**src/rtl/ptg_pkg.sv**
```systemverilog
package ptg_pkg;
    localparam int PTG_W  = 11;
    localparam int PTG_AW = 4;

    localparam logic [PTG_AW-1:0] A_CTRL   = 4'd0;
    localparam logic [PTG_AW-1:0] A_TOPLEN = 4'd1;
    localparam logic [PTG_AW-1:0] A_BRDLEN = 4'd2;
    localparam logic [PTG_AW-1:0] A_ACTLEN = 4'd3;
    localparam logic [PTG_AW-1:0] A_LINES  = 4'd4;
    localparam logic [PTG_AW-1:0] A_BRDBEG = 4'd5;
    localparam logic [PTG_AW-1:0] A_ACTBEG = 4'd6;
    localparam logic [PTG_AW-1:0] A_VSDLY  = 4'd7;
    localparam logic [PTG_AW-1:0] A_DEWID  = 4'd8;

    typedef enum logic [1:0] {
        ST_OFF,
        ST_TOP,
        ST_BORDER,
        ST_ACTIVE
    } ptg_state_t;

    typedef struct packed {
        logic             top_ovr;
        logic             brd_ovr;
        logic             de_in_vs;
        logic [PTG_W-1:0] top_len;
        logic [PTG_W-1:0] brd_len;
        logic [PTG_W-1:0] act_len;
        logic [PTG_W-1:0] lines;
        logic [PTG_W-1:0] brd_beg;
        logic [PTG_W-1:0] act_beg;
        logic [PTG_W-1:0] vs_dly;
        logic [PTG_W-1:0] de_wid;
    } ptg_cfg_t;
endpackage

```
**src/rtl/ptg_regs.sv**
```systemverilog
module ptg_regs
    import ptg_pkg::*;
#(
    parameter int DEF_LEN   = 16,
    parameter int DEF_LINES = 8
) (
    input  logic              clk,
    input  logic              rst_n,
    input  logic              we,
    input  logic [PTG_AW-1:0] addr,
    input  logic [PTG_W-1:0]  wdata,
    output ptg_cfg_t          shadow,
    output logic              out_en,
    output logic              blank
);
    localparam logic [PTG_W-1:0] L_DEF_LEN   = PTG_W'(DEF_LEN);
    localparam logic [PTG_W-1:0] L_DEF_LINES = PTG_W'(DEF_LINES);

    always_ff @(posedge clk) begin
        if (!rst_n) begin
            shadow.top_ovr  <= 1'b0;
            shadow.brd_ovr  <= 1'b0;
            shadow.de_in_vs <= 1'b0;
            shadow.top_len  <= L_DEF_LEN;
            shadow.brd_len  <= L_DEF_LEN;
            shadow.act_len  <= L_DEF_LEN;
            shadow.lines    <= L_DEF_LINES;
            shadow.brd_beg  <= '0;
            shadow.act_beg  <= '0;
            shadow.vs_dly   <= '0;
            shadow.de_wid   <= L_DEF_LEN;
            out_en          <= 1'b0;
            blank           <= 1'b0;
        end else if (we) begin
            case (addr)
                A_CTRL: begin
                    shadow.top_ovr  <= wdata[0];
                    shadow.brd_ovr  <= wdata[1];
                    shadow.de_in_vs <= wdata[2];
                    out_en          <= wdata[3];
                    blank           <= wdata[4];
                end
                A_TOPLEN: shadow.top_len <= wdata;
                A_BRDLEN: shadow.brd_len <= wdata;
                A_ACTLEN: shadow.act_len <= wdata;
                A_LINES:  shadow.lines   <= wdata;
                A_BRDBEG: shadow.brd_beg <= wdata;
                A_ACTBEG: shadow.act_beg <= wdata;
                A_VSDLY:  shadow.vs_dly  <= wdata;
                A_DEWID:  shadow.de_wid  <= wdata;
                default: ;
            endcase
        end
    end
endmodule

```
**src/rtl/ptg_raster.sv**
```systemverilog
module ptg_raster
    import ptg_pkg::*;
#(
    parameter int HS_W = 4
) (
    input  logic     clk,
    input  logic     rst_n,
    input  logic     out_en,
    input  ptg_cfg_t shadow,
    output logic     hsync,
    output logic     vsync,
    output logic     de,
    output logic     rgn_top,
    output logic     rgn_border,
    output logic     rgn_active
);
    localparam logic [PTG_W-1:0] L_HS_W = PTG_W'(HS_W);

    ptg_state_t       st;
    ptg_cfg_t         wk;
    logic [PTG_W-1:0] hcnt;
    logic [PTG_W-1:0] vcnt;
    logic [PTG_W-1:0] line_len;
    logic             line_end;
    logic             frame_end;
    logic [PTG_W-1:0] vnext;

    function automatic ptg_state_t band_of(input logic [PTG_W-1:0] v, input ptg_cfg_t c);
        if (v < c.brd_beg)      return ST_TOP;
        else if (v < c.act_beg) return ST_BORDER;
        else                    return ST_ACTIVE;
    endfunction

    always_comb begin
        line_len = wk.act_len;
        if (st == ST_TOP && wk.top_ovr)    line_len = wk.top_len;
        if (st == ST_BORDER && wk.brd_ovr) line_len = wk.brd_len;
        line_end  = (hcnt == line_len - 1'b1);
        frame_end = line_end && (vcnt == wk.lines - 1'b1);
        vnext     = vcnt + 1'b1;
    end

    // State register: T_START, T_LINE, T_FRAME, T_STOP
    always_ff @(posedge clk) begin
        if (!rst_n) begin
            st   <= ST_OFF;
            wk   <= '0;
            hcnt <= '0;
            vcnt <= '0;
        end else if (!out_en) begin
            st   <= ST_OFF;
            hcnt <= '0;
            vcnt <= '0;
        end else begin
            unique case (st)
                ST_OFF: begin
                    wk   <= shadow;
                    st   <= band_of('0, shadow);
                    hcnt <= '0;
                    vcnt <= '0;
                end
                ST_TOP, ST_BORDER, ST_ACTIVE: begin
                    if (frame_end) begin
                        wk   <= shadow;
                        st   <= band_of('0, shadow);
                        hcnt <= '0;
                        vcnt <= '0;
                    end else if (line_end) begin
                        st   <= band_of(vnext, wk);
                        hcnt <= '0;
                        vcnt <= vnext;
                    end else begin
                        hcnt <= hcnt + 1'b1;
                    end
                end
            endcase
        end
    end

    // Output decode
    always_comb begin
        logic run;
        run        = (st != ST_OFF);
        hsync      = run && (hcnt < L_HS_W);
        vsync      = run && (((vcnt == '0) && (hcnt >= wk.vs_dly)) ||
                             ((vcnt == PTG_W'(1)) && (hcnt < wk.vs_dly)));
        de         = run && (((st == ST_ACTIVE) && (hcnt < wk.de_wid)) ||
                             (wk.de_in_vs && vsync));
        rgn_top    = (st == ST_TOP);
        rgn_border = (st == ST_BORDER);
        rgn_active = (st == ST_ACTIVE);
    end

    p_stop_r1: assert property (@(posedge clk) disable iff (!rst_n)
        !out_en |=> (st == ST_OFF));

    p_hcnt_bound_r2: assert property (@(posedge clk) disable iff (!rst_n)
        (st != ST_OFF) |-> (hcnt < line_len));

    p_frame_wrap_r4: assert property (@(posedge clk) disable iff (!rst_n)
        (out_en && st != ST_OFF && frame_end) |=> (vcnt == '0 && hcnt == '0));

    p_vs_rise_r6: assert property (@(posedge clk) disable iff (!rst_n)
        $rose(vsync) |-> (vcnt == '0 && hcnt == wk.vs_dly));

    p_de_band_r7: assert property (@(posedge clk) disable iff (!rst_n)
        (de && !vsync) |-> (st == ST_ACTIVE));

    p_hold_timing_r11: assert property (@(posedge clk) disable iff (!rst_n)
        (out_en && st != ST_OFF && !frame_end) |=> $stable(wk));
endmodule

```
**src/rtl/panel_timing_gen.sv**
```systemverilog
module panel_timing_gen
    import ptg_pkg::*;
#(
    parameter int PIX_W     = 24,
    parameter int HS_W      = 4,
    parameter int DEF_LEN   = 16,
    parameter int DEF_LINES = 8
) (
    input  logic              clk,
    input  logic              rst_n,
    input  logic              cfg_we,
    input  logic [PTG_AW-1:0] cfg_addr,
    input  logic [PTG_W-1:0]  cfg_wdata,
    input  logic [PIX_W-1:0]  pix_i,
    output logic              hsync_o,
    output logic              vsync_o,
    output logic              de_o,
    output logic              rgn_top_o,
    output logic              rgn_border_o,
    output logic              rgn_active_o,
    output logic [PIX_W-1:0]  pix_o
);
    ptg_cfg_t shadow;
    logic     out_en;
    logic     blank;

    ptg_regs #(
        .DEF_LEN  (DEF_LEN),
        .DEF_LINES(DEF_LINES)
    ) u_regs (
        .clk   (clk),
        .rst_n (rst_n),
        .we    (cfg_we),
        .addr  (cfg_addr),
        .wdata (cfg_wdata),
        .shadow(shadow),
        .out_en(out_en),
        .blank (blank)
    );

    ptg_raster #(
        .HS_W(HS_W)
    ) u_raster (
        .clk       (clk),
        .rst_n     (rst_n),
        .out_en    (out_en),
        .shadow    (shadow),
        .hsync     (hsync_o),
        .vsync     (vsync_o),
        .de        (de_o),
        .rgn_top   (rgn_top_o),
        .rgn_border(rgn_border_o),
        .rgn_active(rgn_active_o)
    );

    always_comb begin
        pix_o = (de_o && !blank) ? pix_i : '0;
    end

    p_black_r9: assert property (@(posedge clk) disable iff (!rst_n)
        blank |-> (pix_o == '0));

    p_one_band_r4: assert property (@(posedge clk) disable iff (!rst_n)
        $onehot0({rgn_top_o, rgn_border_o, rgn_active_o}));
endmodule

```
**config.mk**
```make
export PLATFORM = sky130hd
export DESIGN_NAME = panel_timing_gen
export DESIGN_NICKNAME = d
export VERILOG_FILES = /design/src/rtl/ptg_pkg.sv /design/src/rtl/ptg_regs.sv /design/src/rtl/ptg_raster.sv /design/src/rtl/panel_timing_gen.sv
export SDC_FILE = /design/constraint.sdc
export NUM_CORES = 1
export LEC_CHECK = 0
export ABC_AREA = 0
export BUFFER_PORTS_ARGS = -buffer_cell sky130_fd_sc_hd__buf_2
export CAP_MARGIN = 40
export CORE_UTILIZATION = 40
export DETAILED_ROUTE_END_ITERATION = 10
export PLACE_DENSITY = 0.67
export SYNTH_ARGS = -nofsm -noshare
export SYNTH_HDL_FRONTEND = slang
export SYNTH_SLANG_ARGS = --single-unit
```
**constraint.sdc**
```tcl
create_clock -name clk -period 4.3 [get_ports clk]
set_clock_uncertainty 0.2 [all_clocks]
set_input_delay 0.215 -clock clk [delete_from_list [all_inputs] [get_ports clk]]
set_output_delay 0.215 -clock clk [all_outputs]
set_load 0.05 [all_outputs]
```
Yosys cells after proc, flatten, opt, wreduce, memory -nomap -nowiden --
Index checks and enable logic that the tools add are counted.
Word-level totals: bits in registers 208, word-level logic and storage cells 103
Operators by class: order comparisons 8, eq/ne operators 16, reductions and logical operators 30, muxes and demuxes 18, add/sub/neg operators 4
Operators with widths (number):
- case mux 91 bit (2 select lines) | 1
- two-way mux 91 bit | 1
- two-way mux 11 bit | 6
- < comparator 11 bit | 4
- case mux 11 bit (2 select lines) | 2
- two-way mux 24 bit | 1
- adder 11 x 1 -> 11 bit (second input constant) | 2
- equality test 11 bit | 2
- < comparator 1 x 11 -> 1 bit (first input constant) | 2
- AND reduction 2 bit | 11
- subtractor 11 x 1 -> 11 bit (second input constant) | 2
- equality test 4 x 3 -> 1 bit (second input constant) | 4
- equality test 11 x 1 -> 1 bit (second input constant) | 1
- >= comparator 11 bit | 1
- logical AND 1 bit | 11
- zero test 11 bit | 1
- < comparator 11 x 3 -> 1 bit (second input constant) | 1
- equality test 4 x 2 -> 1 bit (second input constant) | 2
- two-way mux 2 bit | 4
- equality test 2 bit (second input constant) | 2
- equality test 4 x 1 -> 1 bit (second input constant) | 1
- equality test 4 bit (second input constant) | 1
- zero test 4 bit | 1
- case mux 2 bit (2 select lines) | 1
- 9 further kinds | 11

Logic depth before layout (Yosys ltp) --
word-level depth 9, mapped depth 18, gate-level depth less buffers 13

Hierarchy --
Synthesis repeated with hierarchy kept, for this count alone.
Second synthesis, totals: cell total of the unflattened synthesis 1220, area total of the unflattened synthesis 10287.4 sq um
By module, submodules not included:
- ptg_raster | cells each 865, area an instance 6620.1 sq um, times used 1
- ptg_regs | cells each 327, area an instance 3419.5 sq um, times used 1
- panel_timing_gen | cells each 28, area an instance 247.7 sq um, times used 1

Worst setup path after synthesis --
OpenSTA, ideal clock, no wires.
kind register -> register, from reg u_raster.wk[44] (netlist name), to reg u_raster.wk[10] (netlist name), setup time 0.074 ns, arrival 3.217 ns, cell stages (with the launch flop) 17, clock period less this slack 3.491 ns, setup slack 0.809 ns, cells stage by stage dfxtp_1 > inv_1 > ha_1 > nor2b_1 > and3_1 > o21a_1 > o31a_1 > o41a_1 > buf_2 > a311oi_1 > o221ai_1 > o32ai_1 > buf_4 > buf_6 > buf_6 > nand3_1 > o21ai_0
Between the ends: cells in the longest elaborated chain, start to end 5
Ends and longest elaborated chain:
- start: declaration | RTL line ptg_raster.sv:20 | ptg_cfg_t wk;
- start signal: assignment | RTL line ptg_raster.sv:57 | wk <= shadow;
- start signal: assignment | RTL line ptg_raster.sv:64 | wk <= shadow;
- subtractor 11 x 1 -> 11 bit | RTL line ptg_raster.sv:39 | frame_end = line_end && (vcnt == wk.lines - 1'b1);
- equality test 11 bit | RTL line ptg_raster.sv:39
- logical AND 1 bit | RTL line ptg_raster.sv:39
- inequality test 2 x 1 -> 1 bit (no line)
- AND reduction 2 bit (no line)
Every way passes these cells. A chain may end at the register's enable or synchronous reset.

Worst setup path in the final report --
from reg u_raster.wk[44] (netlist name), to reg u_raster.wk[27] (netlist name)
The elaborated chain is that of the path after synthesis.

==> results.json <==
{
  "place_hpwl_um": 18290,
  "antenna_found_initial": 0,
  "critPathTopFamily": "compound AO/OA/AOI/OAI gates",
  "final_hold_viol_count": 0,
  "syn_inst": 1252,
  "io-pin-count": 72,
  "die_area_sq_mm": 0.02677,
  "cp_slowest_stage_delay_ns": 0.47,
  "grt.overflow.total": 0,
  "holdCritPathClass": "input pin to register",
  "grt_max_degree": 145,
  "htreeDepth": 1,
  "leakagePower_nw": 4.547,
  "insertion_delay_ns": 0.51,
  "num-fill-cells": 2482,
  "vias_per_cell": 5.360,
  "worst-path-buf-inv": 2,
  "grt_pass1_wl_um": 42500,
  "power_mw": 4.077,
  "drive_gt1_frac": 0.1097,
  "first_pass_iters": 5,
  "post_dp_cell_area_sq_mm": 0.01102,
  "pre_cts_ws_ns": 0.1941,
  "finalNetCount": 1380,
  "cts_tree": "yes",
  "cp-end-kind": "register",
  "portBuffers": 71,
  "power_density_mw_per_mm2": 342.3,
  "power_frac_comb": 0.042,
  "max_cap_violations": 0,
  "die-height_um": 163.6,
  "vias": 8764,
  "critPathSlowestCell": "o41a_1",
  "rows": 58,
  "postCtsSetupRepairBufs": 0,
  "syn_nets": 1341,
  "reg2reg_depth": 13,
  "dr.first_iter.drc_count": 631,
  "clockPowerShare": 0.480,
  "routabilityCongestion": 0.8913,
  "clkSinkCount": 208,
  "clk_pin_slew_ns": 0.06,
  "start_util": 0.4114,
  "crit_required_ns": 4.53,
  "syn2layout_area_growth_pct": 14.00,
  "synth.cell_area_sq_mm": 0.01045,
  "relSlewSlack": 0.4418,
  "setup.worst_path.class": "register to register",
  "cp_max_fo": 72,
  "status": "finished clean",
  "switching_share": 0.2191,
  "tns_ns": 0,
  "fin_crit_ns": 3.994,
  "mostFrequentLayoutCells": "dfxtp_1 (207), nand2_1 (174), nand3_1 (121), o21ai_0 (98), mux2i_1 (72)",
  "worstSetupStartpointType": "register",
  "whs_path_depth": 4,
  "path_cells": "inv_1 -> ha_1 -> nor2b_1 -> and3_1 -> o21a_1 -> o31a_1 -> o41a_1 -> a311oi_1 -> o221ai_1 -> o32ai_4 -> clkbuf_16 -> nand3_1 -> o21ai_0",
  "rsz0062_at_grt": "false",
  "seq_area_frac_synth": 0.3985,
  "finalCritPeriodShare": 0.9289,
  "cts_buffer_depth": 3,
  "max-vdd-ir-drop_v": 0.0003249,
  "grt_pass1_vias": 7956,
  "final_antenna_net_count": 0,
  "final_common_cell": "dfxtp_1",
  "internal-power_mw": 3.184,
  "cts-root-buf": "clkbuf_16",
  "yosys_warnings": 0,
  "cp.depth": 13,
  "ys_ff_latch": 208,
  "p_sw_mw": 0.8932,
  "die_w_um": 163.6,
  "fmax_mhz": 250.4,
  "setup_viol": 0,
  "totalWireLength_um": 27550,
  "power_frac_seq": 0.478,
  "grt_use_total": 0.2026,
  "maxSlewViolCount": 0,
  "synth_cell_types": 63,
  "synthArstFlopShare": 0,
  "fin_util": 0.4690,
  "avgSynthCellArea_sq_um": 8.346,
  "setup_slack_ns": 0.3057,
  "core_area_sq_mm": 0.02540,
  "wl_per_cell_um": 16.85,
  "critical_path_arrival_ns": 4.22,
  "synth_ff_type": "dfxtp_1",
  "cts_buffers": 23,
  "synth-edff-count": 0,
  "drcViolationCount": 0,
  "design_area_sq_mm": 0.01191,
  "worst_pin_slew_ns": 0.8368
}
## what timing repair did
| item | in CTS | in global routing |
|---|---|---|
| endpoints found under the setup margin | 0 | 93 |
| gates resized for setup | 0 | 6 |
| hold endpoints to repair | 73 | 0 |
| hold buffers | 12 | 0 |
## final timing paths
check	from	endpoint	slack, ns
worst min register to register	u_raster.wk[17]$_SDFFE_PN0P_	u_raster.wk[17]$_SDFFE_PN0P_	0.24
worst max-delay path	u_raster.wk[44]$_SDFFE_PN0P_	u_raster.wk[27]$_SDFFE_PN0P_	0.31
worst max register to register	u_raster.wk[44]$_SDFFE_PN0P_	u_raster.wk[27]$_SDFFE_PN0P_	0.31
worst min-delay path	cfg_addr[1]	u_regs.shadow[44]$_SDFFE_PN0P_	0.03
## metal layers
layer	routed length, um	global-route usage	vias to the layer above
met3	1576	0.02387	45
met4	593	0.06061	0
met5	0	0	-
met1	13160	0.2834	4127
met2	12210	0.3243	230
li1	-	-	4362
## stage by stage
stage	std cells	hold slack (ns)
6_report	1635	0.02867
2_1_floorplan	1252	0.2257
3_3_place_gp	1578	0.2372
4_1_cts	1633	0.007104
3_5_place_dp	1583	0.2366
5_1_grt	1634	0.05045
## sequential cells by signal (all words and copies together) (netlist names)
signal,count
u_raster.wk,91
u_regs.shadow,91
u_raster.hcnt,11
u_raster.vcnt,11
u_raster.st,2
u_regs.blank,1
u_regs.out_en,1
## final cells by class
class	count	area [sq um]	area share
clock inverters	4	72.57	0.006092
multi-input cells	897	5665	0.4756
inverters	53	198.9	0.01670
repair buffers	108	726.9	0.06103
flip-flops and latches	208	4165	0.3497
well taps	330	412.9	0.03466
diodes	1	2.502	0.0002101
clock buffers	34	666.9	0.05599
## power groups by stage
stage / Clock [mW] / Combinational, mW / Sequential [mW]
detailed placement: 0 / 0.160 / 1.99
finish: 1.96 / 0.171 / 1.95
CTS: 1.99 / 0.169 / 1.95
global route: 2.07 / 0.183 / 1.95
floorplan: 0 / 0.104 / 1.99
global placement: 0 / 0.155 / 1.99
## worst reg2reg max path, delay by kind of cell (launching register included)
family,cells,cell delay [ns]
AO/OA/AOI/OAI,7,2.04
AND/OR/NAND/NOR,3,0.57
buffers and inverters,2,0.44
flip-flops,1,0.43
adder cells (fa/ha/maj),1,0.25
## cell usage after synthesis (5+ instances only)
cell,instances,area share
or3_1,5,0.0030
xnor2_1,27,0.023
clkbuf_1,62,0.022
a21o_1,10,0.0072
o211ai_1,5,0.0036
and2_1,25,0.015
o21ai_0,98,0.047
inv_1,53,0.019
and3_1,8,0.0048
nand2_1,174,0.063
xor2_1,17,0.014
nand3_1,121,0.058
nor2b_1,70,0.042
ha_1,47,0.056
buf_2,7,0.0034
a21boi_0,27,0.019
dfxtp_1,208,0.40
nor4_1,10,0.0060
clkbuf_2,8,0.0038
o21ai_1,22,0.011
nand3b_1,7,0.0050
o21a_1,17,0.012
nor2_1,45,0.016
a21oi_1,18,0.0086
a22oi_1,10,0.0072
nand4_1,7,0.0042
buf_6,10,0.011
mux2i_1,72,0.069
## cell families (layout without fill, tap and decap cells)
family / Yosys count / after routing / synth area share
fa+ha+maj: 47 / 47 / 0.05628
flops: 208 / 208 / 0.3985
compound gates: 235 / 235 / 0.1388
simple gates: 499 / 499 / 0.2377
xor+xnor: 44 / 44 / 0.03688
buf+inv: 147 / 199 / 0.06287
mux: 72 / 72 / 0.06897
other cells: 0 / 1 / 0
Note: power is estimated with default switching activity, not from simulation.
